### config.mk
export PLATFORM = sky130hd
export DESIGN_NAME = pls_shifter
export DESIGN_NICKNAME = d
export VERILOG_FILES = /design/src/rtl/pls_pkg.sv /design/src/rtl/pls_sync.sv /design/src/rtl/pls_edge_fsm.sv /design/src/rtl/pls_shift_core.sv /design/src/rtl/pls_shifter.sv
export SDC_FILE = /design/constraint.sdc
export NUM_CORES = 1
export LEC_CHECK = 0
export BUFFER_PORTS_ARGS = -buffer_cell sky130_fd_sc_hd__buf_4
export CORE_MARGIN = 5
export CORE_UTILIZATION = 30
export DETAILED_ROUTE_END_ITERATION = 10
export GPL_TIMING_DRIVEN = 0
export SKIP_CTS_REPAIR_TIMING = 1
export SLEW_MARGIN = 20
export SYNTH_ARGS = -nofsm -noshare
export SYNTH_HDL_FRONTEND = slang
export SYNTH_SLANG_ARGS = --single-unit
export TNS_END_PERCENT = 50
### constraint.sdc
create_clock -name clk -period 1.1 [get_ports clk]
set_input_delay 0.11 -clock clk [delete_from_list [all_inputs] [get_ports clk]]
set_output_delay 0.11 -clock clk [all_outputs]
set_load 0.01 [all_outputs]
### src/rtl/pls_pkg.sv
package pls_pkg;
    typedef enum logic {
        ST_LOW  = 1'b0,
        ST_HIGH = 1'b1
    } edge_state_t;
endpackage

### src/rtl/pls_sync.sv
module pls_sync #(
    parameter int N = 3
) (
    input  logic         clk,
    input  logic         rst,
    input  logic [N-1:0] d,
    output logic [N-1:0] q
);
    for (genvar i = 0; i < N; i++) begin : g_bit
        always_ff @(posedge clk) begin
            if (rst) q[i] <= 1'b0;
            else     q[i] <= d[i];
        end
    end
endmodule

### src/rtl/pls_edge_fsm.sv
module pls_edge_fsm
    import pls_pkg::*;
(
    input  logic clk,
    input  logic rst,
    input  logic line_q,
    output logic rise
);
    edge_state_t state, state_nx;

    always_comb begin
        state_nx = line_q ? ST_HIGH : ST_LOW;
    end

    always_ff @(posedge clk) begin
        if (rst) state <= ST_LOW;
        else     state <= state_nx;
    end

    always_comb begin
        rise = 1'b0;
        unique case (state)
            ST_LOW:  rise = line_q;
            ST_HIGH: rise = 1'b0;
            default: rise = 1'b0;
        endcase
    end

    assert_single_rise_R3: assert property (@(posedge clk) disable iff (rst)
        rise |=> !rise);
    assert_rise_needs_high_R5: assert property (@(posedge clk) disable iff (rst)
        $past(line_q) |-> !rise);
endmodule

### src/rtl/pls_shift_core.sv
module pls_shift_core #(
    parameter int W = 8
) (
    input  logic         clk,
    input  logic         rst,
    input  logic         load_n,
    input  logic [W-1:0] par,
    input  logic         shift_en,
    input  logic         ser,
    output logic         msb
);
    logic [W-1:0] stages;

    always_ff @(posedge clk) begin
        if (rst)           stages <= '0;
        else if (!load_n)  stages <= par;
        else if (shift_en) stages <= {stages[W-2:0], ser};
    end

    assign msb = stages[W-1];

    assert_load_R1: assert property (@(posedge clk) disable iff (rst)
        !load_n |=> stages == $past(par));
    assert_shift_R3: assert property (@(posedge clk) disable iff (rst)
        (load_n && shift_en) |=> stages == {$past(stages[W-2:0]), $past(ser)});
    assert_hold_R4: assert property (@(posedge clk) disable iff (rst)
        (load_n && !shift_en) |=> $stable(stages));
    assert_reset_R8: assert property (@(posedge clk)
        rst |=> stages == '0);
endmodule

### src/rtl/pls_shifter.sv
module pls_shifter #(
    parameter int WIDTH = 8
) (
    input  logic             clk,
    input  logic             rst,
    input  logic             load_n,
    input  logic [WIDTH-1:0] par_in,
    input  logic             ser_in,
    input  logic             clk_a,
    input  logic             clk_b,
    output logic             q,
    output logic             q_n
);
    localparam int NCLK = 2;
    localparam int NSYNC = NCLK + 1;

    logic [NSYNC-1:0] raw, smp;
    logic             line_q;
    logic             rise;
    logic             msb;

    assign raw = {ser_in, clk_b, clk_a};

    pls_sync #(.N(NSYNC)) u_sync (
        .clk (clk),
        .rst (rst),
        .d   (raw),
        .q   (smp)
    );

    assign line_q = |smp[NCLK-1:0];

    pls_edge_fsm u_edge (
        .clk    (clk),
        .rst    (rst),
        .line_q (line_q),
        .rise   (rise)
    );

    pls_shift_core #(.W(WIDTH)) u_core (
        .clk      (clk),
        .rst      (rst),
        .load_n   (load_n),
        .par      (par_in),
        .shift_en (rise),
        .ser      (smp[NCLK]),
        .msb      (msb)
    );

    assign q   = msb;
    assign q_n = ~msb;

    assert_release_no_shift_R7: assert property (@(posedge clk) disable iff (rst)
        ($past(!load_n) && load_n && $past(line_q)) |-> !rise);
    assert_load_wins_R2: assert property (@(posedge clk) disable iff (rst)
        (!load_n && rise) |=> q == $past(par_in[WIDTH-1]));
endmodule

**After elaboration in Yosys (flattened, before gate mapping)**

Index checks and enable logic that the tools add are counted.

- Flip-flop bits (word level): 12
- Input bits: 14

- Equality and inequality tests: 1
- Muxes and demuxes: 4
- Bitwise gates (word level): 2
- Reductions and logical operators: 1

Operator list:

| cell | count |
|---|---|
| 8-bit two-way mux | 2 |
| 2-bit by 1-bit inequality test with 1-bit output, second input constant | 1 |
| 1-bit NOT | 2 |
| 1-bit case mux with 2 select lines | 1 |
| 2-bit OR reduction | 1 |
| 1-bit two-way mux | 1 |

**Depth between registers and ports, before layout**

- Word-level depth: 4
- Depth in mapped cells: 4

**Cells and area by module**

A second synthesis with hierarchy kept.

- Cells, all modules: 47
- Area total of the unflattened synthesis: 505.5 um^2

By module, submodules not included:

| module | instances | cells an instance | area each (um^2) | seq. area each (um^2) |
|---|---|---|---|---|
| pls_shift_core | 1 | 36 | 369.1 | 160.2 |
| pls_sync | 1 | 6 | 78.8 | 60.1 |
| pls_edge_fsm | 1 | 3 | 47.5 | 20.0 |
| pls_shifter | 1 | 2 | 10.0 | 0.0 |

**Worst setup path before layout**

OpenSTA, ideal clock, no wires.

- Path type: register to register
- Start point: register u_edge.state
- End point: register u_core.stages[1]
- Setup time: 0.091 ns
- Arrival time: 0.871 ns
- Required time: 1.009 ns
- Slack: 0.138 ns
- Cell stages (with the launch flop): 5
- Period minus slack after synthesis: 0.962 ns
- Cells stage by stage: dfxtp_1 o21ba_2 buf_6 nand2_1 a311oi_1

- Word-level cells in the longest chain between the ends: 3

RTL lines:

| element | RTL line | text |
|---|---|---|
| from (decl) | pls_edge_fsm.sv:9 | `edge_state_t state, state_nx;` |
| from (signal assigned) | pls_edge_fsm.sv:17 | `else state <= state_nx;` |
| 1-bit NOT | pls_edge_fsm.sv:22 | `unique case (state)` |
| 1-bit case mux with 2 select lines (*) | pls_edge_fsm.sv:22 |  |
| 2-bit by 1-bit inequality test with 1-bit output (no line) (*) | - |  |
| to (signal assigned) | pls_shift_core.sv:16 | `else if (!load_n) stages <= par;` |
| to (signal assigned) | pls_shift_core.sv:17 | `else if (shift_en) stages <= {stages[W-2:0], ser};` |
| to (decl) | pls_shift_core.sv:12 | `logic [W-1:0] stages;` |

Every way passes the cells marked *; elsewhere a longest branch is shown, timed or not.
A chain may end at the register's enable or synchronous reset.

**Worst setup path after layout**

- Start point: register u_sync.q[1]
- End point: register u_core.stages[6]

- Word-level cells in the longest chain between the ends: 3

RTL lines:

| element | RTL line | text |
|---|---|---|
| from (decl) | pls_sync.sv:7 | `output logic [N-1:0] q` |
| from (signal, indexed assignment) | pls_sync.sv:12 | `else q[i] <= d[i];` |
| 2-bit OR reduction | pls_shifter.sv:31 | `assign line_q = \|smp[NCLK-1:0];` |
| 1-bit case mux with 2 select lines | pls_edge_fsm.sv:22 |  |
| 2-bit by 1-bit inequality test with 1-bit output (no line) | - |  |

No other way between the ends.

==> impl_results.html <==
<table>
<tr><th>Metric</th><th>Value</th></tr>
<tr><th colspan="2">Run status</th></tr>
<tr><td>Outcome</td><td>finished clean</td></tr>
<tr><th colspan="2">Route</th></tr>
<tr><td>First-iteration detailed-routing DRC count</td><td>7</td></tr>
<tr><td>Mean number of vias per cell</td><td>4.79</td></tr>
<tr><td>Average wire per cell in the routed design</td><td>11.1 um</td></tr>
<tr><td>Drt first pass iters</td><td>5</td></tr>
<tr><td>Antenna Violating Nets Remaining</td><td>0</td></tr>
<tr><td>Final wirelength</td><td>1010 um</td></tr>
<tr><td>Routed via count</td><td>436</td></tr>
<tr><td>Remaining design rule violation count</td><td>0</td></tr>
<tr><th colspan="2">Logic synthesis</th></tr>
<tr><td>#FFs+latches synth</td><td>12</td></tr>
<tr><td>Proportion of synthesized chip area in sequential cells</td><td>between 50% and 60%</td></tr>
<tr><td>Biggest area consumer among synthesized cells</td><td>sky130_fd_sc_hd__dfxtp_1</td></tr>
<tr><td>Per-instance average area after synthesis</td><td>8.56 um^2</td></tr>
<tr><td>Share of the synthesized area in the top cell type</td><td>50.1%</td></tr>
<tr><td>Top area cells in the synthesized netlist</td><td>sky130_fd_sc_hd__dfxtp_1, sky130_fd_sc_hd__a311oi_1, sky130_fd_sc_hd__nand2_1, sky130_fd_sc_hd__nor2_1, sky130_fd_sc_hd__nor2b_1</td></tr>
<tr><td>YS warnings</td><td>0</td></tr>
<tr><td>Gate Count Post-Synth</td><td>56</td></tr>
<tr><td>Post-Syn Area</td><td>479 um^2</td></tr>
<tr><td>Number of unique standard cell types used by synthesis</td><td>12</td></tr>
<tr><td>Synthesized Nets</td><td>70</td></tr>
<tr><th colspan="2">STA</th></tr>
<tr><td>Worst Hold Margin</td><td>0.0499 ns</td></tr>
<tr><td>Max-slew headroom</td><td>66.2%</td></tr>
<tr><td>Min Tclk post-route</td><td>1.04 ns</td></tr>
<tr><td>Slew of the pin with the lowest slew margin</td><td>0.506 ns</td></tr>
<tr><td>Final-report max-slew violation count</td><td>0</td></tr>
<tr><td>Maximum clock skew at final layout</td><td>~0.012 ns</td></tr>
<tr><td>Final hold violation count</td><td>0</td></tr>
<tr><td>Final setup violating endpoints</td><td>0</td></tr>
<tr><td>Share of the clock period used by the worst path</td><td>94.8%</td></tr>
<tr><td>Highest Clock Rate</td><td>around 960 MHz</td></tr>
<tr><th colspan="2">Clock tree</th></tr>
<tr><td>Clock slew seen by the registers of the worst setup and hold paths</td><td>0.08 ns</td></tr>
<tr><td>Clock root buffer</td><td>sky130_fd_sc_hd__clkbuf_4</td></tr>
<tr><td>Number of clock buffers inserted by TritonCTS</td><td>3</td></tr>
<tr><td>Deepest level of the CTS H-tree</td><td>1</td></tr>
<tr><td>Clock tree from TritonCTS</td><td>built</td></tr>
<tr><td>Clock Sinks</td><td>12</td></tr>
<tr><td>Clock tree buffer depth</td><td>2</td></tr>
<tr><td>Clock network latency to the later pin of the worst-skew pair</td><td>around 0.28 ns</td></tr>
<tr><th colspan="2">Pwr</th></tr>
<tr><td>Total power density per cell area</td><td>approximately 1400 mW/mm^2</td></tr>
<tr><td>Peak supply drop</td><td>0.702 mV</td></tr>
<tr><td>Leakage power</td><td>0.000278 uW</td></tr>
<tr><th colspan="2">Floorplanning</th></tr>
<tr><td>Die Outline Area</td><td>0.00250 mm^2</td></tr>
<tr><td>Die Span Y</td><td>50.0 um</td></tr>
<tr><td>Initial core utilization</td><td>a little under a third</td></tr>
<tr><td>Die W</td><td>50.0 um</td></tr>
<tr><td>Top Ports</td><td>16</td></tr>
<tr><td>Rows</td><td>14</td></tr>
<tr><td>CORE AREA</td><td>roughly 0.0015 mm^2</td></tr>
<tr><th colspan="2">Placed design</th></tr>
<tr><td>Count of buffers inserted at the top-level ports</td><td>14</td></tr>
<tr><td>Cell total after placement</td><td>86</td></tr>
<tr><td>Estimated wirelength of the detail-placed design</td><td>722 um</td></tr>
<tr><td>Total placed instance area</td><td>604 um^2</td></tr>
<tr><td>RePlAce Congestion</td><td>0.737</td></tr>
<tr><th colspan="2">GRT</th></tr>
<tr><td>Antenna violations before repair</td><td>0</td></tr>
<tr><td>First-pass GRT wire length</td><td>1630 um</td></tr>
<tr><td>Total global routing overflow</td><td>0</td></tr>
<tr><td>Via count of the first global-routing pass</td><td>roughly 380</td></tr>
<tr><td>Pin count of the biggest net entering global routing</td><td>11</td></tr>
<tr><td>GR Util All Layers</td><td>8.84%</td></tr>
<tr><th colspan="2">Cells and area</th></tr>
<tr><td>Number of cells in the finished layout apart from fillers</td><td>91</td></tr>
<tr><td>Synth-to-layout area growth</td><td>43.1%</td></tr>
<tr><td>Total of fill cells in the finished design</td><td>roughly 170</td></tr>
<tr><td>Fraction of the core area covered by cells at the end of the flow</td><td>45.5%</td></tr>
<tr><td>Final Net Count</td><td>90</td></tr>
<tr><td>Design Area, Final</td><td>a little under 700 um^2</td></tr>
<tr><td>Share of cells above drive strength 1</td><td>between 30% and 40%</td></tr>
<tr><td>N_diodes</td><td>0</td></tr>
<tr><th colspan="2">Worst setup path</th></tr>
<tr><td>CP arrival</td><td>about 1.2 ns</td></tr>
<tr><td>Type of the worst setup path</td><td>reg -&gt; reg</td></tr>
<tr><td>CP Launch Type</td><td>flip-flop</td></tr>
<tr><td>Worst setup slack for register-to-register paths</td><td>0.06 ns</td></tr>
<tr><td>Endpoint kind of the worst setup timing path</td><td>flip-flop</td></tr>
<tr><td>Largest driver fanout on the critical path</td><td>8</td></tr>
<tr><td>Worst endpoint required time</td><td>between 1 and 1.5 ns</td></tr>
<tr><th colspan="2">Flow run</th></tr>
<tr><td>Total of max-cap violations</td><td>0</td></tr>
<tr><th colspan="2">Min path</th></tr>
<tr><td>Worst hold-check path type</td><td>in -&gt; reg</td></tr>
</table>
[cells in the mapped netlist]
master,n
sky130_fd_sc_hd__o21bai_2,1
sky130_fd_sc_hd__clkbuf_2,1
sky130_fd_sc_hd__nor2b_1,3
sky130_fd_sc_hd__dfxtp_1,12
sky130_fd_sc_hd__clkbuf_1,1
sky130_fd_sc_hd__inv_1,1
sky130_fd_sc_hd__buf_6,1
sky130_fd_sc_hd__o21ba_2,1
sky130_fd_sc_hd__clkbuf_4,1
sky130_fd_sc_hd__a311oi_1,8
sky130_fd_sc_hd__nand2_1,16
sky130_fd_sc_hd__nor2_1,10
[logic make-up (layout without fill, tap and decap cells)]
group           after synthesis  in the layout  synth area share (%)
simple gates                 29             29                  24.3
flops                        12             12                  50.1
compound gates               10             10                  19.1
buf+inv                       5             24                  6.53
[layout by cell type, fill, tap and decap left out]
| cell | synthesis | routed |
|---|---|---|
| sky130_fd_sc_hd__a311oi_2 | 0 | 3 |
| sky130_fd_sc_hd__clkbuf_1 | 1 | 1 |
| sky130_fd_sc_hd__o21ba_4 | 0 | 1 |
| sky130_fd_sc_hd__buf_6 | 1 | 1 |
| sky130_fd_sc_hd__dfxtp_2 | 0 | 2 |
| sky130_fd_sc_hd__o21bai_4 | 0 | 1 |
| sky130_fd_sc_hd__nor2b_1 | 3 | 3 |
| sky130_fd_sc_hd__nand2_1 | 16 | 16 |
| sky130_fd_sc_hd__nor2_1 | 10 | 10 |
| sky130_fd_sc_hd__clkbuf_4 | 1 | 4 |
| sky130_fd_sc_hd__dfxtp_1 | 12 | 10 |
| sky130_fd_sc_hd__clkbuf_2 | 1 | 1 |
| sky130_fd_sc_hd__buf_4 | 0 | 14 |
| sky130_fd_sc_hd__a311oi_1 | 8 | 5 |
| sky130_fd_sc_hd__dlygate4sd3_1 | 0 | 1 |
| sky130_fd_sc_hd__inv_1 | 1 | 1 |
| sky130_fd_sc_hd__clkbuf_8 | 0 | 1 |
[registers in the layout, indices dropped and copies added (netlist names)]
name / count
u_core.stages: 8
u_sync.q: 3
u_edge.state: 1
[report_power, final]
group,leakage (uW),internal (uW),switching [uW]
Clock,0.0000210,201,149
Combinational,0.000157,84.6,64.0
Sequential,0.000100,466,18.7
Total,0.000278,752,231
[metrics by stage]
stage | setup slack, ns | setup TNS [ns] | power, uW
finish | 0.0575 | 0 | 983
global route | -0.00371 | -0.00371 | 1040
CTS | -0.0252 | -0.0334 | 975
detailed placement | -0.00463 | -0.00727 | 625
global placement | 0.0189 | 0 | 622
floorplan | 0.138 | 0 | 565
[cell type report]
type	count	area, um^2	area share, %
Multi-Input combinational cell	39	240	35.0
Sequential cell	12	243	35.4
Inverter	1	3.75	0.547
Buffer	4	27.5	4.01
Clock buffer	4	36.3	5.29
Tap cell	16	20.0	2.92
Timing Repair Buffer	15	115	16.8
[routing by layer]
| layer | track usage (%) | share of wire, % | up-vias |
|---|---|---|---|
| met4 | 3.93 | 1.3 | 0 |
| li1 | - | - | 227 |
| met3 | 6.63 | 14 | 2 |
| met5 | 0 | 0 | - |
| met2 | 11.4 | 39 | 24 |
| met1 | 10.6 | 45 | 183 |
[path summary, 6_finish.rpt]
kind / start / to / cells past startpoint
max reg2reg: u_sync.q[1] / u_core.stages[6] / 4
min reg2reg: u_core.stages[1] / u_core.stages[2] / 2
min: ser_in / u_sync.q[2] / 2
max: u_sync.q[1] / u_core.stages[6] / 4
[worst max-delay path, stage by stage (launching register included)]
cell and delay, ns:
sky130_fd_sc_hd__dfxtp_2 0.37, sky130_fd_sc_hd__o21ba_4 0.15, sky130_fd_sc_hd__buf_6 0.11, sky130_fd_sc_hd__nand2_1 0.06, sky130_fd_sc_hd__a311oi_2 0.26
No activity file was read; power rests on OpenSTA's default activity.
